<file path="src/rtl/stdac_pkg.sv">
package stdac_pkg;

  typedef enum logic [1:0] {
    SEL_GAIN_L = 2'b00,
    SEL_GAIN_R = 2'b01,
    SEL_MODE   = 2'b10,
    SEL_NONE   = 2'b11
  } wr_target_e;

  typedef struct packed {
    logic       zdet;
    logic       fgnd;
    logic [1:0] demph;
    logic       mute;
  } mode_t;

  localparam int MODE_W = 5;

endpackage

</file>
<file path="src/rtl/stdac_ctrl_regs.sv">
module stdac_ctrl_regs
  import stdac_pkg::*;
#(
  parameter int CW = 8
) (
  input  logic          clk,
  input  logic          rst_q_n,
  input  logic          wr_en,
  input  logic [1:0]    wr_sel,
  input  logic [CW:0]   wr_data,
  output logic [CW-1:0] code_l,
  output logic [CW-1:0] code_r,
  output mode_t         mode
);

  localparam logic [CW-1:0] UNITY_CODE = {CW{1'b1}};

  logic [CW-1:0] code_l_d, code_r_d;
  mode_t         mode_d;
  logic          latch_bit;

  assign latch_bit = wr_data[CW];

  always_comb begin
    code_l_d = code_l;
    code_r_d = code_r;
    mode_d   = mode;
    if (wr_en) begin
      unique case (wr_target_e'(wr_sel))
        SEL_GAIN_L: if (latch_bit) code_l_d = wr_data[CW-1:0];
        SEL_GAIN_R: if (latch_bit) code_r_d = wr_data[CW-1:0];
        SEL_MODE:   mode_d = mode_t'(wr_data[MODE_W-1:0]);
        default:    ;
      endcase
    end
  end

  always_ff @(posedge clk or negedge rst_q_n) begin
    if (!rst_q_n) begin
      code_l <= UNITY_CODE;
      code_r <= UNITY_CODE;
      mode   <= '0;
    end else begin
      code_l <= code_l_d;
      code_r <= code_r_d;
      mode   <= mode_d;
    end
  end

endmodule

</file>
<file path="src/rtl/stdac_scale.sv">
module stdac_scale #(
  parameter int DW = 16,
  parameter int CW = 8
) (
  input  logic                 clk,
  input  logic                 rst_q_n,
  input  logic                 en,
  input  logic signed [DW-1:0] smp,
  input  logic [CW-1:0]        code,
  output logic signed [DW-1:0] smp_out
);

  localparam int            FW         = CW + 1;
  localparam int            PW         = DW + FW + 1;
  localparam logic [CW-1:0] UNITY_CODE = {CW{1'b1}};
  localparam logic [FW-1:0] UNITY_FAC  = FW'(1) << CW;

  logic [FW-1:0]        factor;
  logic signed [PW-1:0] prod;
  logic signed [DW-1:0] smp_d;
  logic                 unused_bits;

  always_comb begin
    factor = (code == UNITY_CODE) ? UNITY_FAC : {1'b0, code};
    prod   = PW'(smp) * $signed({1'b0, factor});
    smp_d  = prod[CW +: DW];
  end

  assign unused_bits = ^{prod[CW-1:0], prod[PW-1:CW+DW]};

  always_ff @(posedge clk or negedge rst_q_n) begin
    if (!rst_q_n)  smp_out <= '0;
    else if (en)   smp_out <= smp_d;
  end

endmodule

</file>
<file path="src/rtl/stdac_zero_gate.sv">
module stdac_zero_gate #(
  parameter int DW = 16
) (
  input  logic          clk,
  input  logic          rst_q_n,
  input  logic          en,
  input  logic          fgnd,
  input  logic          zdet,
  input  logic [DW-1:0] smp_l,
  input  logic [DW-1:0] smp_r,
  output logic          disc
);

  logic frame_zero;
  logic disc_d;

  always_comb begin
    frame_zero = (smp_l == '0) && (smp_r == '0);
    disc_d     = fgnd || (zdet && frame_zero);
  end

  always_ff @(posedge clk or negedge rst_q_n) begin
    if (!rst_q_n) disc <= 1'b0;
    else if (en)  disc <= disc_d;
  end

endmodule

</file>
<file path="src/rtl/stereo_atten_ctrl.sv">
module stereo_atten_ctrl
  import stdac_pkg::*;
#(
  parameter int DW = 16,
  parameter int CW = 8
) (
  input  logic          clk,
  input  logic          rst_n,
  input  logic          wr_en,
  input  logic [1:0]    wr_sel,
  input  logic [CW:0]   wr_data,
  input  logic          in_valid,
  input  logic [DW-1:0] in_left,
  input  logic [DW-1:0] in_right,
  output logic          out_valid,
  output logic [DW-1:0] out_left,
  output logic [DW-1:0] out_right,
  output logic          out_disc,
  output logic          out_mute,
  output logic [1:0]    deemph_sel
);

  localparam int NCH = 2;

  logic [1:0]    rst_pipe;
  logic          rst_q_n;
  logic [CW-1:0] code_l, code_r;
  mode_t         mode;
  logic [DW-1:0] ch_in   [NCH];
  logic [CW-1:0] ch_code [NCH];
  logic [DW-1:0] ch_out  [NCH];
  logic          valid_q;

  always_ff @(posedge clk or negedge rst_n) begin
    if (!rst_n) rst_pipe <= 2'b00;
    else        rst_pipe <= {rst_pipe[0], 1'b1};
  end
  assign rst_q_n = rst_pipe[1];

  stdac_ctrl_regs #(.CW(CW)) u_regs (
    .clk     (clk),
    .rst_q_n (rst_q_n),
    .wr_en   (wr_en),
    .wr_sel  (wr_sel),
    .wr_data (wr_data),
    .code_l  (code_l),
    .code_r  (code_r),
    .mode    (mode)
  );

  assign ch_in[0]   = in_left;
  assign ch_in[1]   = in_right;
  assign ch_code[0] = code_l;
  assign ch_code[1] = code_r;

  for (genvar c = 0; c < NCH; c++) begin : g_ch
    stdac_scale #(.DW(DW), .CW(CW)) u_scale (
      .clk     (clk),
      .rst_q_n (rst_q_n),
      .en      (in_valid),
      .smp     (ch_in[c]),
      .code    (ch_code[c]),
      .smp_out (ch_out[c])
    );
  end

  stdac_zero_gate #(.DW(DW)) u_gate (
    .clk     (clk),
    .rst_q_n (rst_q_n),
    .en      (in_valid),
    .fgnd    (mode.fgnd),
    .zdet    (mode.zdet),
    .smp_l   (in_left),
    .smp_r   (in_right),
    .disc    (out_disc)
  );

  always_ff @(posedge clk or negedge rst_q_n) begin
    if (!rst_q_n) valid_q <= 1'b0;
    else          valid_q <= in_valid;
  end

  assign out_valid  = valid_q;
  assign out_left   = ch_out[0];
  assign out_right  = ch_out[1];
  assign out_mute   = mode.mute;
  assign deemph_sel = mode.demph;

endmodule

</file>
<file path="config.mk">
export PLATFORM = sky130hd
export DESIGN_NAME = stereo_atten_ctrl
export DESIGN_NICKNAME = d
export VERILOG_FILES = /design/src/rtl/stdac_pkg.sv /design/src/rtl/stdac_ctrl_regs.sv /design/src/rtl/stdac_scale.sv /design/src/rtl/stdac_zero_gate.sv /design/src/rtl/stereo_atten_ctrl.sv
export SDC_FILE = /design/constraint.sdc
export NUM_CORES = 1
export LEC_CHECK = 0
export ABC_AREA = 1
export CAP_MARGIN = 20
export CORE_ASPECT_RATIO = 1.25
export CORE_MARGIN = 10
export CORE_UTILIZATION = 59
export CTS_BUF_LIST = sky130_fd_sc_hd__clkbuf_16
export DETAILED_ROUTE_END_ITERATION = 8
export GPL_ROUTABILITY_DRIVEN = 0
export GPL_TIMING_DRIVEN = 0
export PLACE_DENSITY = 0.79
export SETUP_SLACK_MARGIN = 0.15
export SYNTH_ARGS = -nofsm -noshare
export SYNTH_HDL_FRONTEND = slang
export SYNTH_HIERARCHICAL = 1
export SYNTH_SLANG_ARGS = --single-unit
</file>
<file path="constraint.sdc">
create_clock -name clk -period 2.4 [get_ports clk]
set_clock_uncertainty 0.05 [all_clocks]
set_input_delay 0.48 -clock clk [delete_from_list [all_inputs] [get_ports clk]]
set_output_delay 0.48 -clock clk [all_outputs]
set_load 0.01 [all_outputs]
</file>
==> flow_summary_export.csv, run 1 <==
group,metric,value,unit
logic_synthesis,ys_ff_latch,57,
critical_path,critPathRequiredTime,2.57,ns
cts,holdBufCountCts,0,
drt,first_iter_violations,973,
cts,cts_tree,"done",
floorplanning,coreArea,0.02082,mm2
min_path,hp-class,"register to asynchronous set/reset pin",
cts,clk_pin_slew,0.05,ns
logic_synthesis,avgSynthCellArea,7.780,um2
critical_path,worst-path-max-fanout,5,
sta,relSlewSlack,0.5999,
sta,slew_viol_final,0,
critical_path,worstSetupEndpointType,"register",
cts,cts_buffer_depth,2,
sta,grt_setup_unrepaired,"yes",
critical_path,crit_top_cell,"fa_1",
outcome,violations,"DRC, setup timing",
grt,grt_util_all_layers,0.2820,
sta,fin_ws,-3.291,ns
critical_path,path_class,"register to register",
drt,drt-vias-per-instance,5.774,
logic_synthesis,ys_seq_area_frac,0.1160,
cts,clock-sinks,57,
cts,clk_latency,0.33,ns
sta,period_share,2.371,
grt,globalRoute.totalOverflow,0,
drt,route.detailed.drc,1,
logic_synthesis,ys.flop_type,"dfrtp_1",
final_layout,final_cell_mix,"inv_1, nand2_1, fa_1",
logic_synthesis,post-synth-top-area-cell,"fa_1",
placed_design,portBuffers,83,
final_layout,nNetsFinal,2174,
critical_path,startpoint_type,"register",
logic_synthesis,synthCells,1603,
critical_path,slowest_delay,0.56,ns
final_layout,final_common_cell,"inv_1",
final_layout,drive_gt1_frac,0.2727,
critical_path,worstPathCellList,"nand2_1 -> nor2_1 -> nand2_2 -> clkbuf_16 -> nand2_8 -> buf_8 -> nor2_4 -> buf_6 -> fa_2 -> fa_1 -> fa_1 -> fa_1 -> inv_2 -> fa_1 -> inv_2 -> ha_4 -> nand2_4 -> buf_4 -> nor4_1 -> nand2_2 -> nand2_2 -> nand2_1 -> nand3_2 -> nand2_1",
logic_synthesis,yosysUniqueCellTypes,43,
logic_synthesis,synthTopCellsByArea,"fa_1, nand2_1, inv_1",
cts,cts_made_buffers,9,
grt,grt_pass1_wl,61400,um
logic_synthesis,synth_edf_count,0,
floorplanning,rows,59,
logic_synthesis,synth_top_area_frac,0.3660,
job,timing.max_cap.violations,0,
grt,grt_max_degree,30,
critical_path,arrival,5.86,ns
sta,worst_pin_slew,0.6001,ns
sta,setup_viol,32,
cts,h-tree-depth,3,
drt,drtAntennaViolNets,0,
sta,hold_slack,0.2271,ns
logic_synthesis,syn-cell-area,0.01247,mm2
final_layout,antenna_cells,0,
sta,fmaxAchievable,175.7,MHz
outcome,status,"finished, violations left",
grt,grt_antenna_before_repair,0,
floorplanning,die-height,182.6,um
drt,wl_per_cell,20.00,um
logic_synthesis,syn-num-nets,1978,
placed_design,dpl.hpwl,28750,um
cts,root_buffer,"clkbuf_16",
floorplanning,fp.dieW,150.0,um
floorplanning,dieArea,0.02739,mm2
drt,dr.pass1.iters,9,
critical_path,cpMaxStageDelayCell,"dfstp_2",
drt,routed_wl,41560,um
floorplanning,start_util,0.5991,
floorplanning,boundaryPins,84,
final_layout,area_delta_synth_final,34.49,%
sta,period_minus_slack,5.691,ns
logic_synthesis,synthArstFlopShare,1.000,
grt,grt_pass1_vias,12650,
sta,hold_viol,0,
critical_path,crit_family,"adder cells",
logic_synthesis,yosysWarnings,6,
drt,vias,12000,
critical_path,path_buf_inv,6,
[cell type report]
cell class / instances / area (um2)
multi-input cells: 1151 / 11150
fillers: 1218 / 4044
repair buffers: 186 / 1773
flip-flops and latches: 57 / 1448
inverters: 371 / 1434
well taps: 274 / 342.8
plain buffers: 23 / 292.8
clock buffers: 9 / 225.2
clock inverters: 7 / 110.1
[cell usage after synthesis, drive strengths merged, types with 14 or more instances]
master and instances:
o21ai 46, nand3 56, nor2 214, xnor2 22, fa 228, clkbuf 14, a21oi 38, dfstp 16
nand2 393, dfrtp 41, inv 371, ha 100
[repair_timing]
item	4_1_cts	5_1_grt
pin swaps	102	123
endpoints found under the setup margin	32	32
setup buffers	57	41
gates cloned	3	1
gates resized for setup	167	145
[worst paths after layout]
| kind | cells after the start | slack (ns) | end | startpoint |
|---|---|---|---|---|
| worst min register to register | 0 | 0.23 | u_regs/mode[2] | rst_pipe[1] |
| worst max register to register | 24 | -3.29 | g_ch[0].u_scale/smp_out[13] | u_regs/code_l[2] |
| worst min-delay path | 0 | 0.23 | u_regs/mode[2] | rst_pipe[1] |
| min in group clk | 0 | 0.33 | rst_pipe[1] | rst_pipe[0] |
| max in group asynchronous | 1 | 1.45 | u_regs/code_r[3] | rst_pipe[1] |
| worst max-delay path | 24 | -3.29 | g_ch[0].u_scale/smp_out[13] | u_regs/code_l[2] |
[per-stage QoR]
stage | TNS, ns | setup WS, ns | std cells | instance area [um2] | util
2_1_floorplan | -79.01 | -2.621 | 1603 | 13200 | -
3_3_place_gp | -97.05 | -3.371 | 1960 | 14370 | 0.6903
3_5_place_dp | -99.40 | -3.423 | 1961 | 14390 | 0.6914
4_1_cts | -90.91 | -2.981 | 2036 | 15900 | 0.7636
5_1_grt | -100.01 | -3.409 | 2078 | 16770 | 0.8057
6_report | -95.18 | -3.291 | 2078 | 16770 | 0.8057
[worst register-to-register path: stages, from the launching register on]
cell       delay, ns
dfstp_2         0.56
nand2_1         0.06
nor2_1          0.13
nand2_2         0.13
clkbuf_16       0.20
nand2_8         0.09
buf_8           0.14
nor2_4          0.05
buf_6           0.11
fa_2            0.52
fa_1            0.43
fa_1            0.55
fa_1            0.54
inv_2           0.04
fa_1            0.54
inv_2           0.05
ha_4            0.30
nand2_4         0.06
buf_4           0.13
nor4_1          0.47
nand2_2         0.15
nand2_2         0.09
nand2_1         0.06
nand3_2         0.07
nand2_1         0.05
[cells by family (layout without fill, tap and decap cells)]
logic type,Yosys count,in the layout,share of synthesized area
compound gates,103,103,0.04545
xor+xnor,33,33,0.02438
fa+ha+maj,328,328,0.4663
buf+inv,395,596,0.1211
flops,57,57,0.1160
other cells,1,1,0.0003007
simple gates,686,686,0.2265
[per-layer routing]
layer | global-route usage | routed length, um | share of wire
met5 | 0 | 0 | 0
met4 | 0.2033 | 3902 | 0.094
met3 | 0.04059 | 2573 | 0.062
met1 | 0.2766 | 12840 | 0.31
met2 | 0.5232 | 22240 | 0.54
[registers in the layout, indices dropped and copies added, names as in the netlist]
name / count
u_regs/code_r: 8
g_ch.u_scale/smp_out: 32
u_gate/disc: 1
u_regs/mode: 5
rst_pipe: 2
out_valid: 1
u_regs/code_l: 8
Power of run 1 is not shown: default switching activity piles up to over one toggle a cycle in this logic, so the estimate is an artifact.
==> inputs of run 2 (changes only) <==
- CORE_MARGIN: 10 -> 3
- CORE_UTILIZATION: 59 -> 42
- PLACE_DENSITY: 0.79 -> 0.59
==> run 2 against run 1 <==
The run ends with setup timing left. Critical path type unchanged. Setup slack gained 0.22 ns. Utilization shrank 21 points. Sequential share of layout area shrank 0.13 points. Critical endpoint is now g_ch[0].u_scale/smp_out[7]. Design area grew 1.6%. Clock-buffer cell count is the same. Global-route usage shrank 4.3 points. Maximum frequency grew 4.1%. Register-to-register slack gained 0.22 ns. Non-clock buffer count grew 8.
==> flow_summary_export.csv, run 2 (synthesis gave the netlist of run 1 again) <==
group,metric,value,unit
floorplanning,die-height,198.7,um
grt,grt_util_all_layers,0.2394,
cts,cts_made_buffers,9,
final_layout,final_common_cell,"inv_1",
cts,h-tree-depth,3,
critical_path,rr_worst_depth,26,
cts,root_buffer,"clkbuf_16",
critical_path,critPathRequiredTime,2.56,ns
drt,drt-vias-per-instance,5.011,
outcome,status,"finished, violations left",
grt,top_usage_layer,"met2",
floorplanning,rows,69,
final_layout,largest_reg_flops,32,
grt,grt_pass1_wl,59980,um
sta,fin_ws,-3.069,ns
placed_design,pre_cts_ws,-3.400,ns
final_layout,nNetsFinal,2182,
critical_path,worst-path-max-fanout,6,
sta,period_share,2.279,
floorplanning,coreArea,0.02884,mm2
placed_design,portBuffers,83,
min_path,hp-class,"register to asynchronous set/reset pin",
sta,setup_viol,32,
critical_path,r2r-start,"u_regs/code_l[7]",
drt,vias,11040,
floorplanning,fp.dieW,160.1,um
floorplanning,dieArea,0.03181,mm2
drt,route.detailed.drc,0,
placed_design,dpl.hpwl,29820,um
final_layout,final_cell_mix,"inv_1, nand2_1, fa_1",
grt,grtUsageMet2,0.4844,
drt,first_iter_violations,469,
grt,grt_pass1_vias,12180,
final_layout,area_delta_synth_final,36.59,%
critical_path,rrSetupSlack,-3.07,ns
drt,drtAntennaViolNets,0,
sta,fmaxAchievable,182.9,MHz
grt,grt_util_met3,0.02583,
sta,hold_slack,0.2120,ns
grt,grt.met1_usage,0.2394,
critical_path,arrival,5.63,ns
cts,cts_tree,"done",
cts,clk_latency,0.32,ns
cts,clock-sinks,57,
sta,worst_pin_slew,0.5191,ns
grt,grt_antenna_before_repair,1,
critical_path,reg2reg_to,"g_ch[0].u_scale/smp_out[7]",
grt,globalRoute.totalOverflow,0,
final_layout,reg_top3,"g_ch.u_scale/smp_out (32), u_regs/code_l (8), u_regs/code_r (8)",
sta,hold_viol,0,
placed_design,dp.cells,2078,
floorplanning,start_util,0.4325,
final_layout,layout.cells.non_filler,2202,
final_layout,antenna_cells,0,
critical_path,startpoint_type,"register",
sta,relSlewSlack,0.6528,
sta,period_minus_slack,5.469,ns
sta,slew_viol_final,0,
cts,cts_buffer_depth,2,
final_layout,final_core_util,0.5908,
job,timing.max_cap.violations,0,
grt,grt_max_degree,29,
drt,wl_per_cell,17.07,um
final_layout,drive_gt1_frac,0.2770,
outcome,violations,"setup timing",
drt,routed_wl,37580,um
critical_path,worstSetupEndpointType,"register",
sta,grt_setup_unrepaired,"yes",
floorplanning,boundaryPins,84,
cts,clk_pin_slew,0.05,ns
drt,dr.pass1.iters,5,
critical_path,path_class,"register to register",
final_layout,top_register,"g_ch.u_scale/smp_out",
## run 2: how the worst max path moves through the flow
stage / from / to / cells after the start
finish: u_regs/code_l[7] / g_ch[0].u_scale/smp_out[7] / 26
detailed placement: in_left[15] / g_ch[0].u_scale/smp_out[15] / 22
global placement: in_right[15] / g_ch[1].u_scale/smp_out[15] / 19
CTS: u_regs/code_r[7] / g_ch[1].u_scale/smp_out[11] / 27
global route: u_regs/code_l[7] / g_ch[0].u_scale/smp_out[7] / 26
floorplan: u_regs/code_l[5] / g_ch[0].u_scale/smp_out[8] / 22
## run 2: area by class of cell
| class | count | area (um2) |
|---|---|---|
| clock inverter | 7 | 53.80 |
| tap | 390 | 488.0 |
| multi-input combinational | 1151 | 11240 |
| sequential | 57 | 1448 |
| inverter | 371 | 1454 |
| clock buffer | 9 | 225.2 |
| buffer | 24 | 319.1 |
| timing repair buffer | 193 | 1807 |
| fill | 2637 | 11800 |
## run 2: worst max-delay path, cell delays in order, from the launching register on
cell,delay [ns]
dfstp_2,0.54
nand2_1,0.05
nor2_1,0.12
nand2_2,0.11
clkbuf_16,0.20
nand2_8,0.09
clkinvlp_4,0.16
buf_6,0.16
nand2_4,0.05
fa_2,0.47
fa_2,0.55
inv_2,0.04
fa_2,0.42
fa_2,0.63
fa_2,0.48
ha_4,0.37
nand2_4,0.10
nor2_4,0.10
inv_2,0.06
nor2_2,0.11
nand2_1,0.07
nand2_2,0.12
nand2_2,0.07
nand2_1,0.06
nand2_1,0.05
nand3_2,0.06
nand2_1,0.06
## run 2: repair_timing
action	4_1_cts	5_1_grt
gates cloned	3	1
setup buffers	52	53
resized for setup	179	156
setup endpoints to repair	32	32
pin swaps	94	149
hold buffers	0	0
## run 2: layer usage
metal / share of wire / vias to the layer above
li1: - / 5158
met1: 0.34 / 5484
met2: 0.57 / 278
met3: 0.033 / 113
met4: 0.057 / 2
met5: 0.00053 / -
## run 2: through the flow
step           area (um2)  setup TNS [ns]
2_1_floorplan       13200          -79.01
6_report            17040          -92.74
4_1_cts             16070          -92.38
5_1_grt             17040          -98.83
3_5_place_dp        14560          -99.94
3_3_place_gp        14520          -99.87
Power of run 2 is left out for the same reason.
